### config.mk
export PLATFORM = sky130hd
export DESIGN_NAME = bundle_tap_stage
export DESIGN_NICKNAME = d
export VERILOG_FILES = /design/src/rtl/bundle_tap_pkg.sv /design/src/rtl/bundle_tap_decode.sv /design/src/rtl/bundle_tap_bank.sv /design/src/rtl/bundle_tap_events.sv /design/src/rtl/bundle_tap_stage.sv
export SDC_FILE = /design/constraint.sdc
export NUM_CORES = 2
export LEC_CHECK = 0
export CORE_MARGIN = 2
export CORE_UTILIZATION = 50
export CTS_CLUSTER_DIAMETER = 30
export CTS_CLUSTER_SIZE = 14
export DETAILED_ROUTE_END_ITERATION = 8
export PLACE_DENSITY = 0.68
export SLEW_MARGIN = 5
export SYNTH_ARGS = -nofsm -noshare
export SYNTH_HDL_FRONTEND = slang
export SYNTH_SLANG_ARGS = --single-unit
### constraint.sdc
create_clock -name clk -period 6 [get_ports clk]
set_input_delay 1.2 -clock clk [delete_from_list [all_inputs] [get_ports clk]]
set_output_delay 1.2 -clock clk [all_outputs]
set_load 0.005 [all_outputs]
### src/rtl/bundle_tap_pkg.sv
package bundle_tap_pkg;

    typedef enum logic [2:0] {
        BK_PASS   = 3'd0,
        BK_STATE  = 3'd1,
        BK_ARRAY  = 3'd2,
        BK_CLEAR  = 3'd3,
        BK_SAMPLE = 3'd4
    } bundle_kind_e;

endpackage

### src/rtl/bundle_tap_decode.sv
module bundle_tap_decode
    import bundle_tap_pkg::*;
#(
    parameter int                          TYPE_W      = 9,
    parameter int                          NUM_SCALAR  = 4,
    parameter int                          ARR_DEPTH   = 16,
    parameter logic [NUM_SCALAR*TYPE_W-1:0] SCALAR_CODES = {9'h082, 9'h055, 9'h054, 9'h053},
    parameter logic [TYPE_W-1:0]           ARR_BASE    = 9'h100,
    parameter logic [TYPE_W-1:0]           TRIG_CLEAR  = 9'h1fd,
    parameter logic [TYPE_W-1:0]           TRIG_SAMPLE = 9'h1fc,
    localparam int                         IDX_W       = $clog2(ARR_DEPTH)
) (
    input  logic [TYPE_W-1:0]   in_type,
    input  logic [NUM_SCALAR:0] consume_en,
    output bundle_kind_e        kind,
    output logic [IDX_W-1:0]    slot_idx,
    output logic                consume
);

    logic [NUM_SCALAR-1:0] scalar_hit;
    logic [TYPE_W-1:0]     arr_off;

    for (genvar g = 0; g < NUM_SCALAR; g++) begin : g_match
        assign scalar_hit[g] = (in_type == SCALAR_CODES[g*TYPE_W +: TYPE_W]);
    end

    assign arr_off = in_type - ARR_BASE;

    always_comb begin
        kind     = BK_PASS;
        slot_idx = '0;
        consume  = 1'b0;
        if (in_type >= ARR_BASE && arr_off < TYPE_W'(ARR_DEPTH)) begin
            kind     = BK_ARRAY;
            slot_idx = arr_off[IDX_W-1:0];
            consume  = consume_en[NUM_SCALAR];
        end else if (in_type == TRIG_CLEAR) begin
            kind = BK_CLEAR;
        end else if (in_type == TRIG_SAMPLE) begin
            kind = BK_SAMPLE;
        end else begin
            for (int k = 0; k < NUM_SCALAR; k++) begin
                if (scalar_hit[k]) begin
                    kind     = BK_STATE;
                    slot_idx = IDX_W'(k);
                    consume  = consume_en[k];
                end
            end
        end
    end

endmodule

### src/rtl/bundle_tap_bank.sv
module bundle_tap_bank #(
    parameter int  DATA_W     = 32,
    parameter int  NUM_SCALAR = 4,
    parameter int  ARR_DEPTH  = 16,
    localparam int IDX_W      = $clog2(ARR_DEPTH),
    localparam int SC_W       = $clog2(NUM_SCALAR),
    localparam int ADDR_W     = IDX_W + 1
) (
    input  logic              clk,
    input  logic              rst_n,
    input  logic              bnk_wr,
    input  logic              bnk_arr,
    input  logic [IDX_W-1:0]  bnk_idx,
    input  logic [DATA_W-1:0] bnk_data,
    input  logic              sw_wr,
    input  logic [ADDR_W-1:0] sw_addr,
    input  logic [DATA_W-1:0] sw_wdata,
    output logic [DATA_W-1:0] sw_rdata
);

    typedef struct packed {
        logic [NUM_SCALAR-1:0][DATA_W-1:0] scal;
        logic [ARR_DEPTH-1:0][DATA_W-1:0]  arr;
    } bank_t;

    bank_t bank_d, bank_q;

    logic             sw_is_arr;
    logic [IDX_W-1:0] sw_idx;
    logic             sw_scal_ok;

    assign sw_is_arr  = sw_addr[ADDR_W-1];
    assign sw_idx     = sw_addr[IDX_W-1:0];
    assign sw_scal_ok = (int'(sw_idx) < NUM_SCALAR);

    always_comb begin
        bank_d = bank_q;
        if (bnk_wr) begin
            if (bnk_arr) begin
                bank_d.arr[bnk_idx] = bnk_data;
            end else if (int'(bnk_idx) < NUM_SCALAR) begin
                bank_d.scal[bnk_idx[SC_W-1:0]] = bnk_data;
            end
        end
        if (sw_wr) begin
            if (sw_is_arr) begin
                bank_d.arr[sw_idx] = sw_wdata;
            end else if (sw_scal_ok) begin
                bank_d.scal[sw_idx[SC_W-1:0]] = sw_wdata;
            end
        end
    end

    always_ff @(posedge clk) begin
        if (!rst_n) bank_q <= '0;
        else        bank_q <= bank_d;
    end

    always_comb begin
        if (sw_is_arr)       sw_rdata = bank_q.arr[sw_idx];
        else if (sw_scal_ok) sw_rdata = bank_q.scal[sw_idx[SC_W-1:0]];
        else                 sw_rdata = '0;
    end

    // a scalar bundle write lands in its slot
    a_r4_scalar_store: assert property (@(posedge clk) disable iff (!rst_n)
        (bnk_wr && !bnk_arr && !sw_wr)
        |=> bank_q.scal[$past(bnk_idx[SC_W-1:0])] == $past(bnk_data));

    // an array bundle write lands in its entry
    a_r5_array_store: assert property (@(posedge clk) disable iff (!rst_n)
        (bnk_wr && bnk_arr && !sw_wr)
        |=> bank_q.arr[$past(bnk_idx)] == $past(bnk_data));

    // a restore write to the array wins
    a_r10_restore_wins: assert property (@(posedge clk) disable iff (!rst_n)
        (sw_wr && sw_is_arr)
        |=> bank_q.arr[$past(sw_idx)] == $past(sw_wdata));

endmodule

### src/rtl/bundle_tap_events.sv
module bundle_tap_events #(
    parameter int CNT_W = 16
) (
    input  logic             clk,
    input  logic             rst_n,
    input  logic             tick,
    input  logic             do_clear,
    input  logic             do_sample,
    output logic [CNT_W-1:0] sampled,
    output logic             pulse_clear,
    output logic             pulse_sample
);

    typedef struct packed {
        logic [CNT_W-1:0] cnt;
        logic [CNT_W-1:0] smp;
        logic             p_clr;
        logic             p_smp;
    } ev_t;

    ev_t ev_d, ev_q;

    always_comb begin
        ev_d       = ev_q;
        ev_d.p_clr = do_clear;
        ev_d.p_smp = do_sample;
        if (do_clear)  ev_d.cnt = '0;
        else if (tick) ev_d.cnt = ev_q.cnt + 1'b1;
        if (do_sample) ev_d.smp = ev_q.cnt;
    end

    always_ff @(posedge clk) begin
        if (!rst_n) ev_q <= '0;
        else        ev_q <= ev_d;
    end

    assign sampled      = ev_q.smp;
    assign pulse_clear  = ev_q.p_clr;
    assign pulse_sample = ev_q.p_smp;

    a_r7_clear_zero: assert property (@(posedge clk) disable iff (!rst_n)
        ev_q.p_clr |-> ev_q.cnt == '0);

    a_r8_sample_value: assert property (@(posedge clk) disable iff (!rst_n)
        ev_q.p_smp |-> ev_q.smp == $past(ev_q.cnt));

    a_r9_tick_count: assert property (@(posedge clk) disable iff (!rst_n)
        (tick && !do_clear) |=> ev_q.cnt == $past(ev_q.cnt) + 1'b1);

endmodule

### src/rtl/bundle_tap_stage.sv
module bundle_tap_stage
    import bundle_tap_pkg::*;
#(
    parameter int  TYPE_W     = 9,
    parameter int  DATA_W     = 32,
    parameter int  NUM_SCALAR = 4,
    parameter int  ARR_DEPTH  = 16,
    parameter int  CNT_W      = 16,
    localparam int IDX_W      = $clog2(ARR_DEPTH),
    localparam int ADDR_W     = IDX_W + 1
) (
    input  logic              clk,
    input  logic              rst_n,
    input  logic [NUM_SCALAR:0] consume_en,
    input  logic              evt_tick,
    input  logic              in_valid,
    output logic              in_ready,
    input  logic [TYPE_W-1:0] in_type,
    input  logic [DATA_W-1:0] in_data,
    output logic              out_valid,
    input  logic              out_ready,
    output logic [TYPE_W-1:0] out_type,
    output logic [DATA_W-1:0] out_data,
    input  logic [ADDR_W-1:0] sw_addr,
    input  logic              sw_wr_en,
    input  logic [DATA_W-1:0] sw_wdata,
    output logic [DATA_W-1:0] sw_rdata,
    output logic [CNT_W-1:0]  sampled_count,
    output logic              trig_clear_pulse,
    output logic              trig_sample_pulse
);

    typedef struct packed {
        logic              vld;
        logic [TYPE_W-1:0] typ;
        logic [DATA_W-1:0] dat;
    } beat_t;

    beat_t        out_d, out_q;
    bundle_kind_e kind;
    logic [IDX_W-1:0] slot_idx;
    logic         consume;
    logic         accept;
    logic         fwd;

    bundle_tap_decode #(
        .TYPE_W     (TYPE_W),
        .NUM_SCALAR (NUM_SCALAR),
        .ARR_DEPTH  (ARR_DEPTH)
    ) i_decode (
        .in_type    (in_type),
        .consume_en (consume_en),
        .kind       (kind),
        .slot_idx   (slot_idx),
        .consume    (consume)
    );

    assign in_ready = !out_q.vld || out_ready;
    assign accept   = in_valid && in_ready;
    assign fwd      = accept && !consume;

    always_comb begin
        out_d = out_q;
        if (out_ready) out_d.vld = 1'b0;
        if (fwd) begin
            out_d.vld = 1'b1;
            out_d.typ = in_type;
            out_d.dat = in_data;
        end
    end

    always_ff @(posedge clk) begin
        if (!rst_n) out_q <= '0;
        else        out_q <= out_d;
    end

    assign out_valid = out_q.vld;
    assign out_type  = out_q.typ;
    assign out_data  = out_q.dat;

    bundle_tap_bank #(
        .DATA_W     (DATA_W),
        .NUM_SCALAR (NUM_SCALAR),
        .ARR_DEPTH  (ARR_DEPTH)
    ) i_bank (
        .clk      (clk),
        .rst_n    (rst_n),
        .bnk_wr   (accept && (kind == BK_STATE || kind == BK_ARRAY)),
        .bnk_arr  (kind == BK_ARRAY),
        .bnk_idx  (slot_idx),
        .bnk_data (in_data),
        .sw_wr    (sw_wr_en),
        .sw_addr  (sw_addr),
        .sw_wdata (sw_wdata),
        .sw_rdata (sw_rdata)
    );

    bundle_tap_events #(
        .CNT_W (CNT_W)
    ) i_events (
        .clk          (clk),
        .rst_n        (rst_n),
        .tick         (evt_tick),
        .do_clear     (accept && kind == BK_CLEAR),
        .do_sample    (accept && kind == BK_SAMPLE),
        .sampled      (sampled_count),
        .pulse_clear  (trig_clear_pulse),
        .pulse_sample (trig_sample_pulse)
    );

    a_r3_stall_hold: assert property (@(posedge clk) disable iff (!rst_n)
        (out_valid && !out_ready)
        |=> out_valid && $stable(out_type) && $stable(out_data));

    a_r2_pass_through: assert property (@(posedge clk) disable iff (!rst_n)
        (in_valid && in_ready && kind == BK_PASS)
        |=> out_valid && out_type == $past(in_type) && out_data == $past(in_data));

    a_r6_consumed_gone: assert property (@(posedge clk) disable iff (!rst_n)
        (in_valid && in_ready && consume) |=> !out_valid);

endmodule

==> run_results.csv <==
group,metric,value,unit
clock_tree,cts_buffer_depth,3,
floorplanning,core_area,0.0711,mm²
yosys,ys_warn_count,0,
yosys,synth-compound-area-share,20.8,%
clock_tree,cts_buffers,154,
sta,rsz0062_at_grt,"false",
sta,maxSlewHeadroom,12.0,%
routing,vias_per_cell,6.59,
floorplanning,fp.dieW,272,µm
placed_design,io_buffers,181,
floorplanning,dieArea,0.0737,mm²
critical_path,cp_common_cell,"mux4_2",
critical_path,slowest_delay,0.55,ns
pwr,netSwitchingPower,0.00355,W
pwr,power_frac_comb,5.8,%
global_routing,grt_usage,37.5,%
floorplanning,ios,182,
critical_path,r2r_slack,2.88,ns
placed_design,routabilityCongestion,0.904,
yosys,synthSimpleGateAreaFrac,15.3,%
pwr,power.density,340,mW/mm²
sta,holdWs,0.452,ns
critical_path,crit_cells,6,
floorplanning,fp.dieH,272,µm
layout,syn_to_final_growth,19.5,%
outcome,status,"complete, no violations",
global_routing,grt_max_degree,237,
critical_path,endpoint_kind,"primary output",
sta,slew_violations,0,
critical_path,r2r-end,"i_bank.bank_q[463]",
pwr,vdd_drop_max,0.000223,V
layout,final_common_cell,"nand2_1",
pwr,pwr-share-clk,60.5,%
global_routing,gr-total-overflow,0,
critical_path,cp.required,4.80,ns
clock_tree,clkLatencyLatePin,0.75,ns
global_routing,antenna_found_initial,6,
yosys,seq_area_frac_synth,40.1,%
floorplanning,rows,98,
yosys,ys.flop_type,"dfxtp_1",
critical_path,cp-startpoint,"sw_addr[0]",
routing,drt_wl_total,142000,µm
critical_path,r2r-start,"out_valid",
yosys,synthMuxAreaShare,16.4,%
clock_tree,clock-sinks,716,
critical_path,critPathCapture,"sw_rdata[14]",
yosys,synth-async-reset-ratio,0,%
min_path,worstHoldStart,"i_events.sampled[12]",
sta,tightest_slew,1.32,ns
floorplanning,initial_core_util,50.3,%
critical_path,path_class,"input port to primary output",
global_routing,grt_pass1_vias,33058,
clock_tree,clock-root-buffer,"clkbuf_16",
placed_design,place_hpwl,77800,µm
routing,drtIter0Drc,5125,
routing,dr_total_vias,34716,
yosys,syn_inst,4273,
critical_path,cp.arrival,3.91,ns
clock_tree,cts_tree,"yes",
min_path,hold_class,"flip-flop to flip-flop",
pwr,swShare,24.5,%
critical_path,r2r_cells,7,
yosys,synth_top_family_by_area,"compound AO/OA/AOI/OAI gates",
run,drv_cap,0,
global_routing,grt_pass1_wl,210000,µm
layout,fill_cells,6087,
critical_path,path_buf_inv,3,
clock_tree,h-tree-depth,4,
routing,ant_nets,0,
critical_path,startpoint_type,"input port",
sta,hold_viol_final,0,
yosys,synth-adder-area-share,0.0350,%
sta,fin_setup_tns,0,ns
pwr,internal_power,0.0110,W
layout,final_cell_mix,"1194 x nand2_1, 716 x dfxtp_1, 598 x o21ai_0",
sta,max_freq,196,MHz
sta,layout_min_cycle_time,5.11,ns
pwr,power.leakage,14.3,nW
sta,clock-skew-final,0.0263,ns
yosys,synth_xor_area_share,0.318,%
clock_tree,path_clk_slew,0.04,ns
yosys,synth_area,0.0358,mm²
yosys,syn_area_per_cell,8.38,µm²
critical_path,crit_chain,"buf_8 > buf_4 > mux4_2 > mux4_2 > a22o_1 > clkdlybuf4s50_1",
clock_tree,cts_hold_buf,0,
critical_path,worst_path_max_delay_cell,"mux4_2",
clock_tree,cts_resized,0,
yosys,ys_types,55,
critical_path,worstPathMaxFanout,51,
clock_tree,post-cts-setup-buffers,0,
layout,drive_gt1_share,14.9,%
sta,setup_viol,0,
yosys,synth_edf_count,0,
routing,drc,0,
routing,drt-pass1-iter-count,7,
layout,final_nets,4279,
yosys,synth_nets,4363,
critical_path,critical-path-top-delay-family,"buffers and inverters",
pwr,power_frac_seq,33.7,%
sta,fin_crit_sh,85.2,%
routing,wl_per_cell,26.9,µm
yosys,synth-seq-cells,716,
-- area by class of cell --
type / instances / area [µm²] / share of cell area (%)
Clock inverter: 102 / 1270 / 2.98
Timing Repair Buffer: 281 / 2700 / 6.32
Sequential cell: 716 / 14300 / 33.5
Multi-Input combinational cell: 3031 / 19100 / 44.7
Tap cell: 950 / 1190 / 2.78
Inverter: 5 / 18.8 / 0.0439
Clock buffer: 181 / 4120 / 9.63
Antenna cell: 3 / 7.51 / 0.0176
-- registers in the layout (all words and copies together) (netlist names) --
name	count
i_bank.bank_q	640
i_events.pulse_sample	1
out_type	9
out_data	32
out_valid	1
i_events.sampled	16
i_events.ev_q	16
i_events.pulse_clear	1
-- worst register-to-register path, stage by stage, from the launching register on --
cell	delay, ns
dfxtp_1	0.30
nand2b_1	0.14
nand2_1	0.37
nor3_2	0.61
and2_2	0.99
buf_4	0.33
nand2_1	0.06
a31oi_1	0.23
-- worst min-delay path by stage --
stage	end	cells after the start
finish	i_events.sampled[12]	2
global route	i_events.sampled[2]	2
CTS	i_events.sampled[12]	2
detailed placement	i_events.sampled[3]	2
global placement	i_events.sampled[0]	2
floorplan	i_events.sampled[0]	2
-- power groups by stage --
stage / clock (W) / combinational [W] / sequential, W
3_5_place_dp: 0 / 0.000812 / 0.00498
3_3_place_gp: 0 / 0.000800 / 0.00498
5_1_grt: 0.00907 / 0.000890 / 0.00489
6_report: 0.00879 / 0.000838 / 0.00489
4_1_cts: 0.00881 / 0.000816 / 0.00489
2_1_floorplan: 0 / 0.000532 / 0.00497
-- synth_stat cells, drive strengths merged (3+ instances only) --
cell,instances,area share [%]
or3,4,0.070
buf,158,3.2
nor3,7,0.13
nor4,4,0.24
xnor2,3,0.073
a31oi,512,8.9
mux4,192,12
nand3,23,0.35
o21ai,633,8.9
and3,4,0.070
nor2,53,0.56
a21oi,102,1.4
nor2b,8,0.14
o221a,14,0.44
nand4,6,0.10
a22o,33,0.83
nand2b,15,0.26
nand2,1219,13
clkbuf,363,3.8
mux2i,156,4.4
dfxtp,716,40
and2,13,0.23
inv,4,0.042
xor2,10,0.24
-- per-layer routing --
layer | track usage (%) | vias to the layer above | part of all wire [%]
met5 | 0 | - | 0.025
met4 | 24.4 | 6 | 7.0
met3 | 10.2 | 667 | 13
met2 | 56.2 | 2617 | 43
met1 | 47.8 | 16354 | 37
li1 | - | 15072 | -
-- cell families (layout without fill, tap and decap cells) --
kind of cell               count (synthesis)  count (layout)
muxes                                    348             348
AOI/OAI and AO/OA                       1303            1303
other                                      0               3
DFF                                      716             716
adders and majority gates                  1               1
and+or+nand+nor                         1366            1366
xor gates and xnor gates                  13              13
buffers and inverters                    526             569
-- through the flow --
step	setup slack [ns]	instances	total power (W)	cell area [µm²]	utilization, %
after global placement	0.907	4983	0.00578	37400	52.5
after global routing	0.775	5268	0.0148	42800	60.1
final	0.886	5269	0.0145	42800	60.1
after CTS	0.884	5266	0.0145	42800	60.1
after floorplan	1.69	4273	0.00550	35800	-
after detailed placement	0.890	4983	0.00579	37400	52.5
(Power assumes the default switching activity.)
